File: config.mk
export PLATFORM = sky130hd
export DESIGN_NAME = lpclk_ctrl
export DESIGN_NICKNAME = d
export VERILOG_FILES = /design/src/rtl/lpclk_pkg.sv /design/src/rtl/lpclk_regs.sv /design/src/rtl/lpclk_srcsel.sv /design/src/rtl/lpclk_stab.sv /design/src/rtl/lpclk_fsm.sv /design/src/rtl/lpclk_ctrl.sv
export SDC_FILE = /design/constraint.sdc
export NUM_CORES = 1
export LEC_CHECK = 0
export ABC_AREA = 0
export BUFFER_PORTS_ARGS = -buffer_cell sky130_fd_sc_hd__buf_2
export CORE_MARGIN = 10
export CORE_UTILIZATION = 45
export CTS_CLUSTER_DIAMETER = 40
export DETAILED_ROUTE_END_ITERATION = 16
export MAX_ROUTING_LAYER = met4
export PLACE_DENSITY = 0.67
export SLEW_MARGIN = 10
export SYNTH_ARGS = -nofsm -noshare
export SYNTH_HDL_FRONTEND = slang
export SYNTH_SLANG_ARGS = --single-unit
File: constraint.sdc
create_clock -name clk -period 2.6 [get_ports clk]
set_clock_uncertainty 0.05 [all_clocks]
set_input_delay 0.39 -clock clk [delete_from_list [all_inputs] [get_ports clk]]
set_output_delay 0.39 -clock clk [all_outputs]
set_load 0.02 [all_outputs]
File: src/rtl/lpclk_pkg.sv
// Shared types and register layout for the low-power clock controller.
// Assumes an 8-bit register write path; register indices are fixed here.
package lpclk_pkg;

    typedef enum logic [1:0] {
        PM_RUN  = 2'd0,
        PM_WAIT = 2'd1,
        PM_STOP = 2'd2,
        PM_STAB = 2'd3
    } pm_state_e;

    localparam logic [1:0] REG_MODE = 2'd0;
    localparam logic [1:0] REG_CTL  = 2'd1;
    localparam logic [1:0] REG_T3   = 2'd2;
    localparam logic [1:0] REG_T4   = 2'd3;

    localparam int MODE_SLOW_BIT    = 7;
    localparam int MODE_MAINOFF_BIT = 6;
    localparam int MODE_DRV_BIT     = 5;
    localparam int CTL_USER_BIT     = 7;
    localparam int CTL_PIN_BIT      = 0;

endpackage

File: src/rtl/lpclk_regs.sv
// Register file: mode bits, control bits and the two user start values.
// Assumes single-cycle writes; stores only the bits the block uses.
module lpclk_regs
    import lpclk_pkg::*;
#(
    parameter int DW = 8,
    parameter int TW = 8
) (
    input  logic          clk,
    input  logic          rst_n,
    input  logic          we_i,
    input  logic [1:0]    sel_i,
    input  logic [DW-1:0] wdata_i,
    output logic          slow_sel_o,
    output logic          main_off_o,
    output logic          drv_strong_o,
    output logic          use_user_o,
    output logic          pin_en_o,
    output logic [TW-1:0] t3_user_o,
    output logic [TW-1:0] t4_user_o
);

    // Capture register writes; drive strength resets to strong.
    always_ff @(posedge clk) begin
        if (!rst_n) begin
            slow_sel_o   <= 1'b0;
            main_off_o   <= 1'b0;
            drv_strong_o <= 1'b1;
            use_user_o   <= 1'b0;
            pin_en_o     <= 1'b0;
            t3_user_o    <= '0;
            t4_user_o    <= '0;
        end else if (we_i) begin
            unique case (sel_i)
                REG_MODE: begin
                    slow_sel_o   <= wdata_i[MODE_SLOW_BIT];
                    main_off_o   <= wdata_i[MODE_MAINOFF_BIT];
                    drv_strong_o <= wdata_i[MODE_DRV_BIT];
                end
                REG_CTL: begin
                    use_user_o <= wdata_i[CTL_USER_BIT];
                    pin_en_o   <= wdata_i[CTL_PIN_BIT];
                end
                REG_T3:  t3_user_o <= wdata_i[TW-1:0];
                REG_T4:  t4_user_o <= wdata_i[TW-1:0];
                default: ;
            endcase
        end
    end

endmodule

File: src/rtl/lpclk_srcsel.sv
// Source selector and gated clock generator.
// Detects rising edges of both sampled oscillators, switches the source
// only when both levels are low, and toggles phi on each selected edge
// unless a hold is requested, in which case phi is forced high.
module lpclk_srcsel (
    input  logic clk,
    input  logic rst_n,
    input  logic main_i,
    input  logic sub_i,
    input  logic want_slow_i,
    input  logic hold_i,
    output logic src_rise_o,
    output logic sel_slow_o,
    output logic phi_o
);

    logic main_q;
    logic sub_q;
    logic main_rise;
    logic sub_rise;

    // Remember last sampled oscillator levels for edge detection.
    always_ff @(posedge clk) begin
        if (!rst_n) begin
            main_q <= 1'b0;
            sub_q  <= 1'b0;
        end else begin
            main_q <= main_i;
            sub_q  <= sub_i;
        end
    end

    assign main_rise  = main_i & ~main_q;
    assign sub_rise   = sub_i & ~sub_q;
    assign src_rise_o = sel_slow_o ? sub_rise : main_rise;

    // Apply a pending source change only while both oscillators are low.
    always_ff @(posedge clk) begin
        if (!rst_n) begin
            sel_slow_o <= 1'b0;
        end else if ((want_slow_i != sel_slow_o) && !main_i && !sub_i) begin
            sel_slow_o <= want_slow_i;
        end
    end

    // Gated clock: forced high on hold, otherwise divide selected source by two.
    always_ff @(posedge clk) begin
        if (!rst_n) begin
            phi_o <= 1'b1;
        end else if (hold_i) begin
            phi_o <= 1'b1;
        end else if (src_rise_o) begin
            phi_o <= ~phi_o;
        end
    end

endmodule

File: src/rtl/lpclk_stab.sv
// Oscillator stabilisation countdown.
// A prescaler divides selected-source edges by PRE_DIV; its ticks drive a
// first stage that reloads on underflow and decrements a second stage.
// done_o pulses on the tick where both stages are already zero.
// Assumes load_i and run_i are never high together.
module lpclk_stab #(
    parameter int TW      = 8,
    parameter int PRE_DIV = 16,
    parameter int T3_DEF  = 255,
    parameter int T4_DEF  = 7
) (
    input  logic          clk,
    input  logic          rst_n,
    input  logic          load_i,
    input  logic          run_i,
    input  logic          src_rise_i,
    input  logic          use_user_i,
    input  logic [TW-1:0] t3_user_i,
    input  logic [TW-1:0] t4_user_i,
    output logic          done_o
);

    localparam int          PW     = (PRE_DIV > 1) ? $clog2(PRE_DIV) : 1;
    localparam logic [TW-1:0] T3_INIT = TW'(T3_DEF);
    localparam logic [TW-1:0] T4_INIT = TW'(T4_DEF);

    logic          tick;
    logic [TW-1:0] t3_q;
    logic [TW-1:0] t3_rl_q;
    logic [TW-1:0] t4_q;

    generate
        if (PRE_DIV > 1) begin : g_pre
            localparam logic [PW-1:0] PRE_LAST = PW'(PRE_DIV - 1);
            logic [PW-1:0] pre_q;

            // Count selected-source edges modulo PRE_DIV while stabilising.
            always_ff @(posedge clk) begin
                if (!rst_n || load_i) begin
                    pre_q <= '0;
                end else if (run_i && src_rise_i) begin
                    pre_q <= (pre_q == PRE_LAST) ? '0 : pre_q + 1'b1;
                end
            end

            assign tick = run_i && src_rise_i && (pre_q == PRE_LAST);
        end else begin : g_nopre
            assign tick = run_i && src_rise_i;
        end
    endgenerate

    // Load start values on stop entry, then count the cascade down on ticks.
    always_ff @(posedge clk) begin
        if (!rst_n) begin
            t3_q    <= T3_INIT;
            t3_rl_q <= T3_INIT;
            t4_q    <= T4_INIT;
        end else if (load_i) begin
            t3_q    <= use_user_i ? t3_user_i : T3_INIT;
            t3_rl_q <= use_user_i ? t3_user_i : T3_INIT;
            t4_q    <= use_user_i ? t4_user_i : T4_INIT;
        end else if (tick) begin
            if (t3_q == '0) begin
                t3_q <= t3_rl_q;
                if (t4_q != '0) begin
                    t4_q <= t4_q - 1'b1;
                end
            end else begin
                t3_q <= t3_q - 1'b1;
            end
        end
    end

    assign done_o = tick && (t3_q == '0) && (t4_q == '0);

endmodule

File: src/rtl/lpclk_fsm.sv
// Power-state sequencer: run, wait, stop and stabilise.
// Stop has priority over wait; requests are honoured only while running.
// Wait ends on the external interrupt or any request enabled in WAKE_MASK.
module lpclk_fsm
    import lpclk_pkg::*;
#(
    parameter int             NIRQ      = 8,
    parameter logic [NIRQ-1:0] WAKE_MASK = '1
) (
    input  logic            clk,
    input  logic            rst_n,
    input  logic            stop_req_i,
    input  logic            wait_req_i,
    input  logic            irq_ext_i,
    input  logic [NIRQ-1:0] irq_req_i,
    input  logic            stab_done_i,
    output pm_state_e       st_q,
    output pm_state_e       st_nx
);

    logic wait_wake;

    assign wait_wake = irq_ext_i || (|(irq_req_i & WAKE_MASK));

    // Next-state selection for the power modes.
    always_comb begin
        st_nx = st_q;
        unique case (st_q)
            PM_RUN: begin
                if (stop_req_i) begin
                    st_nx = PM_STOP;
                end else if (wait_req_i) begin
                    st_nx = PM_WAIT;
                end
            end
            PM_WAIT: if (wait_wake)   st_nx = PM_RUN;
            PM_STOP: if (irq_ext_i)   st_nx = PM_STAB;
            PM_STAB: if (stab_done_i) st_nx = PM_RUN;
            default: st_nx = PM_RUN;
        endcase
    end

    // State register.
    always_ff @(posedge clk) begin
        if (!rst_n) begin
            st_q <= PM_RUN;
        end else begin
            st_q <= st_nx;
        end
    end

endmodule

File: src/rtl/lpclk_ctrl.sv
// Low-power clock mode controller top.
// Ties the register file, state sequencer, source selector and
// stabilisation countdown together and derives the oscillator controls
// and the status pin. Oscillator inputs are levels sampled on clk.
module lpclk_ctrl
    import lpclk_pkg::*;
#(
    parameter int              NIRQ      = 8,
    parameter logic [NIRQ-1:0] WAKE_MASK = 8'h0F,
    parameter int              DW        = 8,
    parameter int              TW        = 8,
    parameter int              PRE_DIV   = 16,
    parameter int              T3_DEF    = 255,
    parameter int              T4_DEF    = 7
) (
    input  logic            clk,
    input  logic            rst_n,
    input  logic            main_osc_i,
    input  logic            sub_osc_i,
    input  logic            stop_req_i,
    input  logic            wait_req_i,
    input  logic            irq_ext_i,
    input  logic [NIRQ-1:0] irq_req_i,
    input  logic            reg_we_i,
    input  logic [1:0]      reg_sel_i,
    input  logic [DW-1:0]   reg_wdata_i,
    output logic            phi_o,
    output logic            main_osc_en_o,
    output logic            sub_osc_en_o,
    output logic            osc_drive_strong_o,
    output logic            clkctl_o
);

    pm_state_e     st_q;
    pm_state_e     st_nx;
    logic          slow_sel;
    logic          main_off;
    logic          use_user;
    logic          pin_en;
    logic [TW-1:0] t3_user;
    logic [TW-1:0] t4_user;
    logic          src_rise;
    logic          sel_slow;
    logic          stab_done;
    logic          hold;
    logic          stop_load;
    logic          osc_off;

    lpclk_regs #(
        .DW (DW),
        .TW (TW)
    ) u_regs (
        .clk          (clk),
        .rst_n        (rst_n),
        .we_i         (reg_we_i),
        .sel_i        (reg_sel_i),
        .wdata_i      (reg_wdata_i),
        .slow_sel_o   (slow_sel),
        .main_off_o   (main_off),
        .drv_strong_o (osc_drive_strong_o),
        .use_user_o   (use_user),
        .pin_en_o     (pin_en),
        .t3_user_o    (t3_user),
        .t4_user_o    (t4_user)
    );

    lpclk_fsm #(
        .NIRQ      (NIRQ),
        .WAKE_MASK (WAKE_MASK)
    ) u_fsm (
        .clk         (clk),
        .rst_n       (rst_n),
        .stop_req_i  (stop_req_i),
        .wait_req_i  (wait_req_i),
        .irq_ext_i   (irq_ext_i),
        .irq_req_i   (irq_req_i),
        .stab_done_i (stab_done),
        .st_q        (st_q),
        .st_nx       (st_nx)
    );

    // Hold phi high in every non-run state and on the edge that leaves run.
    assign hold      = (st_q != PM_RUN) || (st_nx != PM_RUN);
    assign stop_load = (st_q == PM_RUN) && (st_nx == PM_STOP);
    assign osc_off   = (st_q == PM_STOP);

    lpclk_srcsel u_src (
        .clk         (clk),
        .rst_n       (rst_n),
        .main_i      (main_osc_i),
        .sub_i       (sub_osc_i),
        .want_slow_i (slow_sel),
        .hold_i      (hold),
        .src_rise_o  (src_rise),
        .sel_slow_o  (sel_slow),
        .phi_o       (phi_o)
    );

    lpclk_stab #(
        .TW      (TW),
        .PRE_DIV (PRE_DIV),
        .T3_DEF  (T3_DEF),
        .T4_DEF  (T4_DEF)
    ) u_stab (
        .clk        (clk),
        .rst_n      (rst_n),
        .load_i     (stop_load),
        .run_i      (st_q == PM_STAB),
        .src_rise_i (src_rise),
        .use_user_i (use_user),
        .t3_user_i  (t3_user),
        .t4_user_i  (t4_user),
        .done_o     (stab_done)
    );

    assign main_osc_en_o = !osc_off && !main_off;
    assign sub_osc_en_o  = !osc_off;
    assign clkctl_o      = pin_en && !osc_off;

endmodule

==> out/results.txt <==
Run status: finished clean
Final Worst Setup Slack: 0.208 ns
DRT Pass-1 Iters: 4
CP endpoint kind: flop
Worst min-delay path startpoint: stop_req_i
DP Wirelength: 4.21 mm
Cell row count: 27
Post_cts resized: 0
Largest net degree at the start of global routing: 18
Fin crit period: 2.39 ns
Share of layout cells above drive strength 1: 14.8%
Final setup TNS: 0 ns
Max cap viols: 0
Clock Latency Late Sink: 0.30 ns
CP max FO: 5
Static leakage: 1.24 nW
Arrival time worst endpoint: 2.53 ns
Syn_area_per_cell: 8.55 µm²
Worst IR Drop VDD: 0.000306 V
Post-Syn Area: 2520 µm²
Synthesized flop and latch total: 55
GRT overflow: 0
Fmax: 418 MHz
Largest cells by area after synthesis: dfxtp_1, mux2i_1, nor2_1
Post-synthesis sequential area ratio: 43.6%
Unrepaired setup endpoints after global routing: false
Placed insts: 390
Worst-path clk slew: 0.09 ns
CORE AREA: 5470 µm²
Number of synthesized flops with an enable pin: 0
Die height: 94.9 µm
Crit Reg-Reg Startpoint: u_stab.t3_q[0]
WP data required: 2.74 ns
Placement Setup Slack: 0.222 ns
Cells after synthesis: 295
Slowest CP cell: or4b_4
Iteration-0 DRC Markers: 124
WHS: 0.275 ns
Least-Margin Pin Slew: 0.581 ns
Clock Sinks: 55
Starting Density: 46.1%
Pins Over Slew Limit: 0
Crit-path max cell delay: 0.49 ns
Critical path origin: u_stab.t3_q[0]
CP cell instances: inv_1 > ha_1 > or4b_4 > or4_1 > or3_1 > a31oi_1 > nand4_1
Final Setup Violations: 0
Root Driver: clkbuf_8
Final Hold Fails: 0
First-pass GRT wire length: 9.64 mm
Num ports: 31
Synth Flop Type: dfxtp_1
Post-Syn Nets: 325
Antenna-violating nets left: 0
TritonCTS clock tree: built
Die W: 94.9 µm
Fraction of registers with async set/reset: 0%
All-Layer GR Usage: 13.7%
Unique masters post-synth: 42
CP startpoint kind: flop
CTS buffer count: 5
Vias in the first global route: 2124
Largest area contributor in the netlist: dfxtp_1
Hold crit path type: primary input to flop
Vias per Instance: 5.36
Die area: 9000 µm²
Synth warn: 0
Relative slew slack: 61.1%
Hold Buf Count CTS: 0
Final Util: 52.3%
Initial antenna violation count: 0
Post-synth top area share: 43.6%
WL per Instance: 14.0 µm
Area Growth Syn to Fin: 13.3%
Antenna Cells: 0
H-tree depth: 2
DR DRC count: 0
Crit Path Class: flop to flop
RePlAce Congestion: 0.865
CTS Buffer Depth: 2
Nets: 355
PwrDens: 569 nW/µm²
Final non-filler cell total: 397
Final wirelength: 5.56 mm
Routed via count: 2129
Port Buffers: 26
Post-CTS Setup Bufs: 0
Final period utilization: 92.0%
-- sequential cells by signal, indices dropped and copies added (netlist names), 2 cells and up --
register / count
u_regs.t3_user_o: 8
u_regs.t4_user_o: 8
u_stab.t3_q: 8
u_stab.t3_rl_q: 8
u_stab.t4_q: 8
u_stab.g_pre.pre_q: 4
u_fsm.st_q: 2
-- per-layer routing --
| layer | global-route usage, % | wire (µm) |
|---|---|---|
| met1 | 16.6 | 2650 |
| met2 | 21.5 | 2570 |
| met3 | 3.09 | 263 |
| met4 | 5.61 | 84 |
| met5 | - | 0 |
-- worst paths after layout --
kind                       end  slack (ns)  depth (start not counted)
min                u_src.phi_o        0.27                          3
max                u_src.phi_o        0.21                          7
min reg2reg  u_stab.t3_rl_q[0]        0.40                          2
max reg2reg        u_src.phi_o        0.21                          7
-- cells in the final DEF (no fill, tap or decap), types with 2 or more instances in the layout --
| cell type | n |
|---|---|
| o211ai_1 | 6 |
| a211o_1 | 5 |
| nand3_1 | 13 |
| nor3b_1 | 2 |
| clkbuf_8 | 6 |
| a21oi_1 | 13 |
| o31ai_1 | 2 |
| mux2i_1 | 23 |
| o21ai_0 | 16 |
| xnor2_1 | 8 |
| a211oi_1 | 3 |
| or3_1 | 2 |
| ha_1 | 4 |
| buf_4 | 11 |
| nor2_1 | 45 |
| nand2_1 | 30 |
| a22oi_1 | 3 |
| nand4_1 | 5 |
| buf_2 | 26 |
| and2_1 | 3 |
| a31oi_1 | 3 |
| nor4_1 | 3 |
| nor3_1 | 7 |
| inv_1 | 7 |
| nand3b_1 | 3 |
| xor2_1 | 3 |
| dfxtp_1 | 55 |
| a311o_1 | 2 |
| or4_1 | 2 |
-- report_power, final --
| part | internal (W) | switching [W] |
|---|---|---|
| sequential | 0.000889 | 0.0000475 |
| combinational | 0.0000955 | 0.000126 |
| clock | 0.000210 | 0.000261 |
| total | 0.00119 | 0.000434 |
-- metrics by stage --
| stage | total power, W | cell area, µm² |
|---|---|---|
| after floorplan | 0.00110 | 2520 |
| after global placement | 0.00117 | 2770 |
| after detailed placement | 0.00118 | 2770 |
| after CTS | 0.00165 | 2860 |
| after global routing | 0.00173 | 2860 |
| final | 0.00163 | 2860 |
-- synth_stat cells (2+ instances only) --
master     n
or3_1      2
nand3b_1   3
or4_1      2
nor4_1     3
dfxtp_1   55
nor2_1    45
a31oi_1    3
mux2i_1   23
nor3_1     7
nor3b_1    2
buf_1      2
and2_1     3
a311o_1    2
o211ai_1   6
inv_1      7
a22oi_1    3
nand2_1   30
a21oi_1   13
o21ai_0   16
xor2_1     3
a211oi_1   3
ha_1       4
a211o_1    5
nand4_1    5
o31ai_1    2
nand3_1   13
clkbuf_1  11
xnor2_1    8
-- final cells by class --
cell class	instances	area (µm²)
clock buffers	6	82.6
inverters	7	26.3
repair buffers	37	213
well taps	72	90.1
flip-flops and latches	55	1100
clock inverters	1	5.00
multi-input cells	219	1340
fillers	525	2610
-- critical path: cells and delay by family (launching register included) --
family / cells / cell delay [ns]
fa+ha+maj: 1 / 0.15
compound gates: 1 / 0.22
buf+inv: 1 / 0.07
simple gates: 4 / 1.42
flops: 1 / 0.36
-- logic make-up (layout without fill, tap and decap cells) --
group | count (synthesis) | count (layout) | share of synthesized area [%]
buf+inv | 21 | 51 | 3.17
xor+xnor | 11 | 11 | 3.82
flops | 55 | 55 | 43.6
simple gates | 123 | 123 | 23.3
compound gates | 57 | 57 | 14.6
mux | 24 | 24 | 9.57
fa+ha+maj | 4 | 4 | 1.98
Power figures use the tool's default switching activity.
